==> src/rtl/qenc_pkg.sv <==
package qenc_pkg;
  typedef enum logic [1:0] {
    MODE_HOLD  = 2'b00,
    MODE_TIMER = 2'b01,
    MODE_X2    = 2'b10,
    MODE_X4    = 2'b11
  } qenc_mode_e;

  localparam int unsigned FILT_TAPS = 3;
endpackage

==> src/rtl/qenc_tick_gen.sv <==
module qenc_tick_gen #(
  parameter int unsigned DIV_W = 8
) (
  input  logic             clk,
  input  logic             rst_n,
  input  logic [DIV_W-1:0] div_i,
  output logic             tick_o
);
  logic [DIV_W-1:0] cnt_q, cnt_d;

  always_comb begin
    tick_o = (cnt_q >= div_i);
    cnt_d  = tick_o ? '0 : cnt_q + 1'b1;
  end

  always_ff @(posedge clk or negedge rst_n) begin
    if (!rst_n) cnt_q <= '0;
    else        cnt_q <= cnt_d;
  end

  // the sample period restarts after every tick
  p_tick_restart_r5: assert property (@(posedge clk) disable iff (!rst_n)
    tick_o |=> (cnt_q == '0));
endmodule

==> src/rtl/qenc_glitch_filter.sv <==
module qenc_glitch_filter #(
  parameter int unsigned TAPS = qenc_pkg::FILT_TAPS
) (
  input  logic clk,
  input  logic rst_n,
  input  logic tick_i,
  input  logic din_i,
  output logic dout_o
);
  localparam int unsigned HW = TAPS - 1;

  logic [1:0]    sync_q;
  logic [HW-1:0] hist_q, hist_d;
  logic          dout_q, dout_d;
  logic          all_hi, all_lo;

  always_comb begin
    all_hi = tick_i & (&{hist_q, sync_q[1]});
    all_lo = tick_i & ~(|{hist_q, sync_q[1]});
    dout_d = all_hi ? 1'b1 : (all_lo ? 1'b0 : dout_q);
    hist_d = hist_q;
    if (tick_i) begin
      if (HW > 1) hist_d = {hist_q[HW-2:0], sync_q[1]};
      else        hist_d = sync_q[1];
    end
  end

  always_ff @(posedge clk or negedge rst_n) begin
    if (!rst_n) begin
      sync_q <= '0;
      hist_q <= '0;
      dout_q <= 1'b0;
    end else begin
      sync_q <= {sync_q[0], din_i};
      hist_q <= hist_d;
      dout_q <= dout_d;
    end
  end

  assign dout_o = dout_q;

  // the filtered level moves only on a sample tick
  p_move_on_tick_r5: assert property (@(posedge clk) disable iff (!rst_n)
    !$stable(dout_q) |-> $past(tick_i));
  // a rise requires the synchronised input to be high when sampled
  p_rise_needs_high_r5: assert property (@(posedge clk) disable iff (!rst_n)
    $rose(dout_q) |-> $past(sync_q[1]));
endmodule

==> src/rtl/qenc_edge_decode.sv <==
module qenc_edge_decode
  import qenc_pkg::*;
(
  input  logic       clk,
  input  logic       rst_n,
  input  qenc_mode_e mode_i,
  input  logic       a_i,
  input  logic       b_i,
  input  logic       x_i,
  output logic       up_o,
  output logic       dn_o,
  output logic       idx_rise_o
);
  logic a_q, b_q, x_q;
  logic a_chg, b_chg, fwd, step;

  always_comb begin
    a_chg = a_i ^ a_q;
    b_chg = b_i ^ b_q;
    fwd   = a_i ^ b_q;
    unique case (mode_i)
      MODE_X4: step = a_chg ^ b_chg;
      MODE_X2: step = a_chg & ~b_chg;
      default: step = 1'b0;
    endcase
    up_o       = step & fwd;
    dn_o       = step & ~fwd;
    idx_rise_o = x_i & ~x_q;
  end

  always_ff @(posedge clk or negedge rst_n) begin
    if (!rst_n) begin
      a_q <= 1'b0;
      b_q <= 1'b0;
      x_q <= 1'b0;
    end else begin
      a_q <= a_i;
      b_q <= b_i;
      x_q <= x_i;
    end
  end

  // a step is never up and down at once
  p_one_dir_r4: assert property (@(posedge clk) disable iff (!rst_n)
    $onehot0({up_o, dn_o}));
  // a change on both phases yields no step
  p_both_change_r11: assert property (@(posedge clk) disable iff (!rst_n)
    (a_chg && b_chg) |-> !(up_o || dn_o));
endmodule

==> src/rtl/qenc_pos_counter.sv <==
module qenc_pos_counter
  import qenc_pkg::*;
#(
  parameter int unsigned POS_W = 16
) (
  input  logic             clk,
  input  logic             rst_n,
  input  qenc_mode_e       mode_i,
  input  logic             up_i,
  input  logic             dn_i,
  input  logic             idx_i,
  input  logic [POS_W-1:0] max_i,
  output logic [POS_W-1:0] pos_o,
  output logic             dir_o,
  output logic             ovf_o,
  output logic             unf_o
);
  logic [POS_W-1:0] pos_q, pos_d;
  logic             dir_q, dir_d, ovf_q, ovf_d, unf_q, unf_d;
  logic             quad, go_up, go_dn;

  always_comb begin
    quad  = (mode_i == MODE_X2) || (mode_i == MODE_X4);
    go_up = (mode_i == MODE_TIMER) || (quad && up_i);
    go_dn = quad && dn_i;
    pos_d = pos_q;
    dir_d = dir_q;
    ovf_d = 1'b0;
    unf_d = 1'b0;
    if (quad && idx_i) begin
      pos_d = '0;
    end else if (go_up) begin
      dir_d = 1'b1;
      if (pos_q >= max_i) begin
        pos_d = '0;
        ovf_d = 1'b1;
      end else begin
        pos_d = pos_q + 1'b1;
      end
    end else if (go_dn) begin
      dir_d = 1'b0;
      if (pos_q == '0) begin
        pos_d = max_i;
        unf_d = 1'b1;
      end else begin
        pos_d = pos_q - 1'b1;
      end
    end
  end

  always_ff @(posedge clk or negedge rst_n) begin
    if (!rst_n) begin
      pos_q <= '0;
      dir_q <= 1'b0;
      ovf_q <= 1'b0;
      unf_q <= 1'b0;
    end else begin
      pos_q <= pos_d;
      dir_q <= dir_d;
      ovf_q <= ovf_d;
      unf_q <= unf_d;
    end
  end

  assign pos_o = pos_q;
  assign dir_o = dir_q;
  assign ovf_o = ovf_q;
  assign unf_o = unf_q;

  p_ovf_zero_r7: assert property (@(posedge clk) disable iff (!rst_n)
    ovf_q |-> (pos_q == '0));
  p_unf_ceiling_r8: assert property (@(posedge clk) disable iff (!rst_n)
    unf_q |-> (pos_q == $past(max_i)));
  p_idx_clear_r6: assert property (@(posedge clk) disable iff (!rst_n)
    $past(quad && idx_i) |-> (pos_q == '0));
  p_timer_step_r9: assert property (@(posedge clk) disable iff (!rst_n)
    ($past(mode_i) == MODE_TIMER && $past(pos_q) < $past(max_i))
      |-> (pos_q == $past(pos_q) + 1'b1));
  p_hold_freeze_r10: assert property (@(posedge clk) disable iff (!rst_n)
    ($past(mode_i) == MODE_HOLD) |-> ($stable(pos_q) && $stable(dir_q)));
endmodule

==> src/rtl/qenc_tracker.sv <==
module qenc_tracker
  import qenc_pkg::*;
#(
  parameter int unsigned POS_W = 16,
  parameter int unsigned DIV_W = 8
) (
  input  logic             clk,
  input  logic             rst_n,
  input  logic             ph_a_i,
  input  logic             ph_b_i,
  input  logic             idx_i,
  input  logic [1:0]       mode_i,
  input  logic [DIV_W-1:0] flt_div_i,
  input  logic [POS_W-1:0] max_cnt_i,
  output logic [POS_W-1:0] pos_o,
  output logic             dir_o,
  output logic             ovf_o,
  output logic             unf_o
);
  localparam int unsigned NLINES = 3;

  logic [1:0]        rst_sync_q;
  logic              rst_n_s;
  logic              tick;
  logic [NLINES-1:0] raw, filt;
  logic              up, dn, idx_rise;
  qenc_mode_e        mode;

  always_ff @(posedge clk or negedge rst_n) begin
    if (!rst_n) rst_sync_q <= '0;
    else        rst_sync_q <= {rst_sync_q[0], 1'b1};
  end
  assign rst_n_s = rst_sync_q[1];

  assign mode = qenc_mode_e'(mode_i);
  assign raw  = {idx_i, ph_b_i, ph_a_i};

  qenc_tick_gen #(.DIV_W(DIV_W)) u_tick (
    .clk(clk), .rst_n(rst_n_s), .div_i(flt_div_i), .tick_o(tick)
  );

  for (genvar i = 0; i < NLINES; i++) begin : g_filt
    qenc_glitch_filter #(.TAPS(FILT_TAPS)) u_filt (
      .clk(clk), .rst_n(rst_n_s), .tick_i(tick),
      .din_i(raw[i]), .dout_o(filt[i])
    );
  end

  qenc_edge_decode u_dec (
    .clk(clk), .rst_n(rst_n_s), .mode_i(mode),
    .a_i(filt[0]), .b_i(filt[1]), .x_i(filt[2]),
    .up_o(up), .dn_o(dn), .idx_rise_o(idx_rise)
  );

  qenc_pos_counter #(.POS_W(POS_W)) u_cnt (
    .clk(clk), .rst_n(rst_n_s), .mode_i(mode),
    .up_i(up), .dn_i(dn), .idx_i(idx_rise), .max_i(max_cnt_i),
    .pos_o(pos_o), .dir_o(dir_o), .ovf_o(ovf_o), .unf_o(unf_o)
  );

  // outputs stay at rest while the internal reset is active
  p_reset_rest_r1: assert property (@(posedge clk)
    !rst_n_s |=> (!rst_n_s || (pos_o == '0 && !ovf_o && !unf_o)));
endmodule

==> config.mk <==
export PLATFORM = sky130hd
export DESIGN_NAME = qenc_tracker
export DESIGN_NICKNAME = d
export VERILOG_FILES = /design/src/rtl/qenc_pkg.sv /design/src/rtl/qenc_tick_gen.sv /design/src/rtl/qenc_glitch_filter.sv /design/src/rtl/qenc_edge_decode.sv /design/src/rtl/qenc_pos_counter.sv /design/src/rtl/qenc_tracker.sv
export SDC_FILE = /design/constraint.sdc
export NUM_CORES = 1
export LEC_CHECK = 0
export BUFFER_PORTS_ARGS = -buffer_cell sky130_fd_sc_hd__buf_2
export CAP_MARGIN = 20
export CORE_MARGIN = 2
export CORE_UTILIZATION = 45
export CTS_BUF_LIST = sky130_fd_sc_hd__clkbuf_8 sky130_fd_sc_hd__clkbuf_16
export DETAILED_ROUTE_END_ITERATION = 8
export PLACE_DENSITY_LB_ADDON = 0.12
export SLEW_MARGIN = 10
export SYNTH_ARGS = -nofsm -noshare
export SYNTH_HDL_FRONTEND = slang
export SYNTH_SLANG_ARGS = --single-unit
export TNS_END_PERCENT = 20
==> constraint.sdc <==
create_clock -name clk -period 1.33 [get_ports clk]
set_input_delay 0.133 -clock clk [delete_from_list [all_inputs] [get_ports clk]]
set_output_delay 0.133 -clock clk [all_outputs]
set_load 0.02 [all_outputs]
# Word level (Yosys, flattened, before mapping)
# Cells that the tools add are included.
# totals
regBits	47
in_bits	31
word_cells	87
# op_classes
addsub	3
magnitude_cmp	2
n_eq_ne	3
mux	22
bitwise	21
n_reduce_logical	18
# op_table
cell	count
$mux W16	5
$add A16 B1 Y16 const B	1
$ge A16 B16 Y1	1
$logic_not A16 Y1	1
$sub A16 B1 Y16 const B	1
$mux W1	15
$and A1 B1 Y1	10
$reduce_and A3 Y1	3
$reduce_or A3 Y1	3
$add A8 B1 Y8 const B	1
$ge A8 B8 Y1	1
$mux W8	1
$reduce_bool A2 Y1	4
$not A1 Y1	7
$eq A2 B2 Y1 const B	2
$xor A1 B1 Y1	4
$logic_and A1 B1 Y1	3
$reduce_bool A3 Y1	1
$eq A2 B1 Y1 const B	1
$logic_or A1 B1 Y1	2
$pmux W1 S2	1
$reduce_and A2 Y1	1

# Logic depth before layout (Yosys ltp)
# depth
word_depth	9
ltp_mapped	11

# By module
# From an unflattened synthesis, not the netlist that was laid out.
# unflattened
hier_cells	378
area_unflattened_um2	3472.1
# modules_own_cells
module	instances	cells_each	area_per_inst_um2	seq_area_each_um2
qenc_pos_counter	1	273	2152.1	475.5
qenc_glitch_filter	3	12	186.4	125.1
qenc_tick_gen	1	54	555.5	200.2
qenc_edge_decode	1	12	151.4	75.1
qenc_tracker	1	3	53.8	50.0

# Least setup slack after synthesis
# Ideal clock, no wire load.
# synth_timing
path_type	register to register
start	register u_cnt.pos_q[0], in the netlist u_cnt.pos_o[0]
end	register u_cnt.pos_q[11], in the netlist u_cnt.pos_o[11]
setup_ns	0.121
arrival_ns	2.585
required_time_ns	1.209
setup_slack_ns	-1.376
path_stages_with_launch	10
synth_period_minus_slack_ns	2.706
path_cell_list	dfrtp_1 > inv_1 > ha_1 > or4b_2 > or4_4 > buf_6 > and3_4 > a31oi_4 > o31ai_1 > a22o_1
# synth_between
elab_chain_len	5
# synth_lines
element	line_no	text
start: declaration	qenc_pos_counter.sv:18	logic [POS_W-1:0] pos_q, pos_d;
start signal: assignment	qenc_pos_counter.sv:58	pos_q <= pos_d;
$sub A16 B1 Y16 / $logic_not A16 Y1 (equally long branches)	qenc_pos_counter.sv:46, qenc_pos_counter.sv:42	
$mux W16	qenc_pos_counter.sv:42	if (pos_q == '0) begin
$mux W16	qenc_pos_counter.sv:40	end else if (go_dn) begin
$mux W16 (*)	qenc_pos_counter.sv:32	end else if (go_up) begin
$mux W16 (*)	qenc_pos_counter.sv:30	if (quad && idx_i) begin
# Every way passes the cells marked *; elsewhere a longest branch is shown, timed or not. The select of a mux whose other input is x is not followed.
# A chain may end at the register's enable or synchronous reset.

# Worst setup path after layout
# layout_timing
start	register u_cnt.pos_q[1], in the netlist u_cnt.pos_o[1]
end	register u_cnt.pos_q[4], in the netlist u_cnt.pos_o[4]
# The elaborated chain is that of the path after synthesis.

==> impl_metrics.py <==
metrics = {
    "sta": {
        "fmax_mhz": 413,
        "hold_violations": 0,
        "slew_violations": 0,
        "tns_ns": -24.04,
        "skew_ns": 0.0143,
        "setup_violations": 37,
        "whs_ns": 0.0908,
        "grt_setup_unrepaired": "true",
        "period_needed_ns": 2.42,
        "finalCritPeriodShare": 1.82,
        "timing.final.ws_setup_ns": -1.09,
    },
    "grt": {
        "grt_pass1_vias": 3494,
        "antenna_found_initial": 0,
        "grt_max_degree": 46,
        "grt_pass1_wl_um": 16000,
        "grt_overflow_total": 0,
        "grt_usage": 0.257,
    },
    "setup_path": {
        "cp-end-kind": "register",
        "cp_data_arrival_time_ns": 2.61,
        "crit_type": "reg -> reg",
        "critPathRequiredTime_ns": 1.52,
        "critPathMaxFanout": 5,
        "start_kind": "register",
    },
    "final_layout": {
        "antenna_cells": 0,
        "mostFrequentLayoutCell": "buf_4",
        "stdcell_area_um2": 4960,
        "layout_common_cells": "107 x buf_4, 47 x nand2_1, 46 x buf_2",
        "nFillCells": 583,
        "drive_above_1_share": 0.425,
        "area.growth.synth_to_final_pct": 50.2,
        "nNetsFinal": 612,
    },
    "synth": {
        "syn_area_um2": 3300,
        "synth-main-ff-cell": "dfrtp_1",
        "synth_edf_count": 0,
        "ys_seq_area_frac": 0.356,
        "syn_nets": 452,
        "netlist-cell-type-count": 54,
        "synthCells": 392,
        "syn_area_per_cell_um2": 8.42,
        "synth-seq-cells": 47,
        "yosys_warnings": 0,
        "synthArstFlopShare": 1.00,
    },
    "power_and_ir_drop": {
        "finalPower_w": 0.00942,
        "leakagePower_nw": 2.48,
        "ir_drop_mv": 1.01,
        "p_per_area_nw_per_um2": 1900,
    },
    "clocking": {
        "cts_max_level": 2,
        "cts_buffers": 5,
        "clkTransAtPathRegs_ns": 0.09,
        "cts_root_buf": "clkbuf_8",
        "clk_latency_ns": 0.31,
        "clock_sinks": 47,
        "cts_tree": "done",
        "clk_path_buf_depth": 2,
    },
    "die": {
        "start_util": 0.460,
        "ioPinCount": 50,
        "placementRows": 31,
        "die_h_um": 89.6,
        "fp.coreArea_um2": 7180,
        "die_area_um2": 8040,
        "die_x_um": 89.6,
    },
    "placement": {
        "portBuffers": 49,
        "place_ws_ns": -1.11,
        "place_area_um2": 4530,
        "gp_congestion": 0.889,
        "dp_hpwl_um": 7250,
    },
    "route": {
        "vias_per_cell": 5.25,
        "wirelength_um": 9570,
        "route.vias.total": 3425,
        "drc": 0,
        "first_pass_iters": 4,
        "drt_iter0_drc": 217,
        "wl_per_cell_um": 14.7,
        "ant_nets": 0,
    },
    "flow_run": {
        "maxCapViolations": 0,
    },
    "run_status": {
        "violations": "negative setup slack",
        "run_status": "finished, violations left",
    },
    "worst_hold_path": {
        "min_path_type": "in -> reg",
    },
}
==> state kept, by name, summed over array words and instances (netlist names), 2 cells and up <==
register              flops
u_cnt.pos_o              16
u_tick.cnt_q              8
g_filt.u_filt.hist_q      6
g_filt.u_filt.sync_q      6
g_filt.u_filt.dout_o      3
rst_sync_q                2
==> worst paths after layout <==
check | start | to | slack, ns | cells after the start
max | u_cnt.pos_o[1] | u_cnt.pos_o[4] | -1.09 | 9
max in group asynchronous | rst_sync_q[1] | u_cnt.pos_o[3] | 0.83 | 1
min in group asynchronous | rst_n | rst_sync_q[0] | 0.15 | 2
max reg2reg | u_cnt.pos_o[1] | u_cnt.pos_o[4] | -1.09 | 9
min reg2reg | rst_sync_q[1] | u_cnt.pos_o[15] | 0.25 | 1
min | mode_i[1] | u_cnt.dir_o | 0.09 | 2
==> critical path, cell delays in order, from the launching register on <==
cell and delay, ns:
dfrtp_2 0.43, inv_2 0.08, ha_4 0.13, or4b_4 0.45, or4_4 0.57, and3_4 0.22
nand3_2 0.09, a21oi_2 0.05, a211oi_2 0.20, o21ai_1 0.09
==> area by class of cell <==
type	instances	area [µm²]	area share
multi-input combinational	296	2180	0.439
clock inverter	2	38.8	0.00782
clock buffer	6	82.6	0.0167
sequential	47	1190	0.239
inverter	32	120	0.0242
timing repair buffer	170	1230	0.248
tap	99	124	0.0250
==> cells by family after synthesis <==
kind of cell             count (synthesis)  synth area share
AO/OA/AOI/OAI                           89             0.182
buffers and inverters                   49            0.0633
XOR/XNOR                                19            0.0504
other                                    1           0.00114
multiplexers                             1           0.00303
adder cells (fa/ha/maj)                 29             0.110
AND/OR/NAND/NOR                        157             0.234
flip-flops                              47             0.356
==> power by group <==
part | switching [W] | internal (W)
clock network | 0.000543 | 0.000619
logic | 0.00306 | 0.00301
registers | 0.000334 | 0.00185
==> synth_stat cells, types with 6 or more instances <==
cell type | number | area [µm²]
nor2_1 | 29 | 109
a21oi_1 | 19 | 95.1
nand4_1 | 6 | 37.5
xor2_1 | 11 | 96.3
nor4_1 | 8 | 50.1
clkbuf_1 | 12 | 45.0
inv_1 | 32 | 120
nand3_1 | 21 | 105
nand2_1 | 49 | 184
xnor2_1 | 8 | 70.1
nor2b_1 | 7 | 43.8
o21ai_0 | 18 | 90.1
a21o_1 | 6 | 45.0
ha_1 | 29 | 363
dfrtp_1 | 47 | 1180
nor3_1 | 13 | 65.1
o22ai_1 | 6 | 37.5
==> stage by stage <==
stage	util	cells
3_3_place_gp	0.631	636
2_1_floorplan	-	392
4_1_cts	0.677	650
5_1_grt	0.691	652
6_report	0.691	652
3_5_place_dp	0.631	636
==> timing repair <==
| item | in CTS | in global routing |
|---|---|---|
| hold endpoints to repair | 5 | 0 |
| hold buffers | 4 | 0 |
| endpoints found under the setup margin | 37 | 40 |
| buffers inserted | 2 | 2 |
| pin swaps | 21 | 8 |
| resized for setup | 35 | 22 |
==> per-layer routing <==
metal  global-route usage  vias to the layer above  part of all wire  wire length [µm]
met5                    0                        -                 0                 0
met4                0.104                        0             0.024               227
met3               0.0375                       18             0.034               325
met2                0.459                       79              0.53              5030
met1                0.309                     1614              0.42              3990
li1                     -                     1714                 -                 -
No activity file was read; power rests on OpenSTA's default activity.
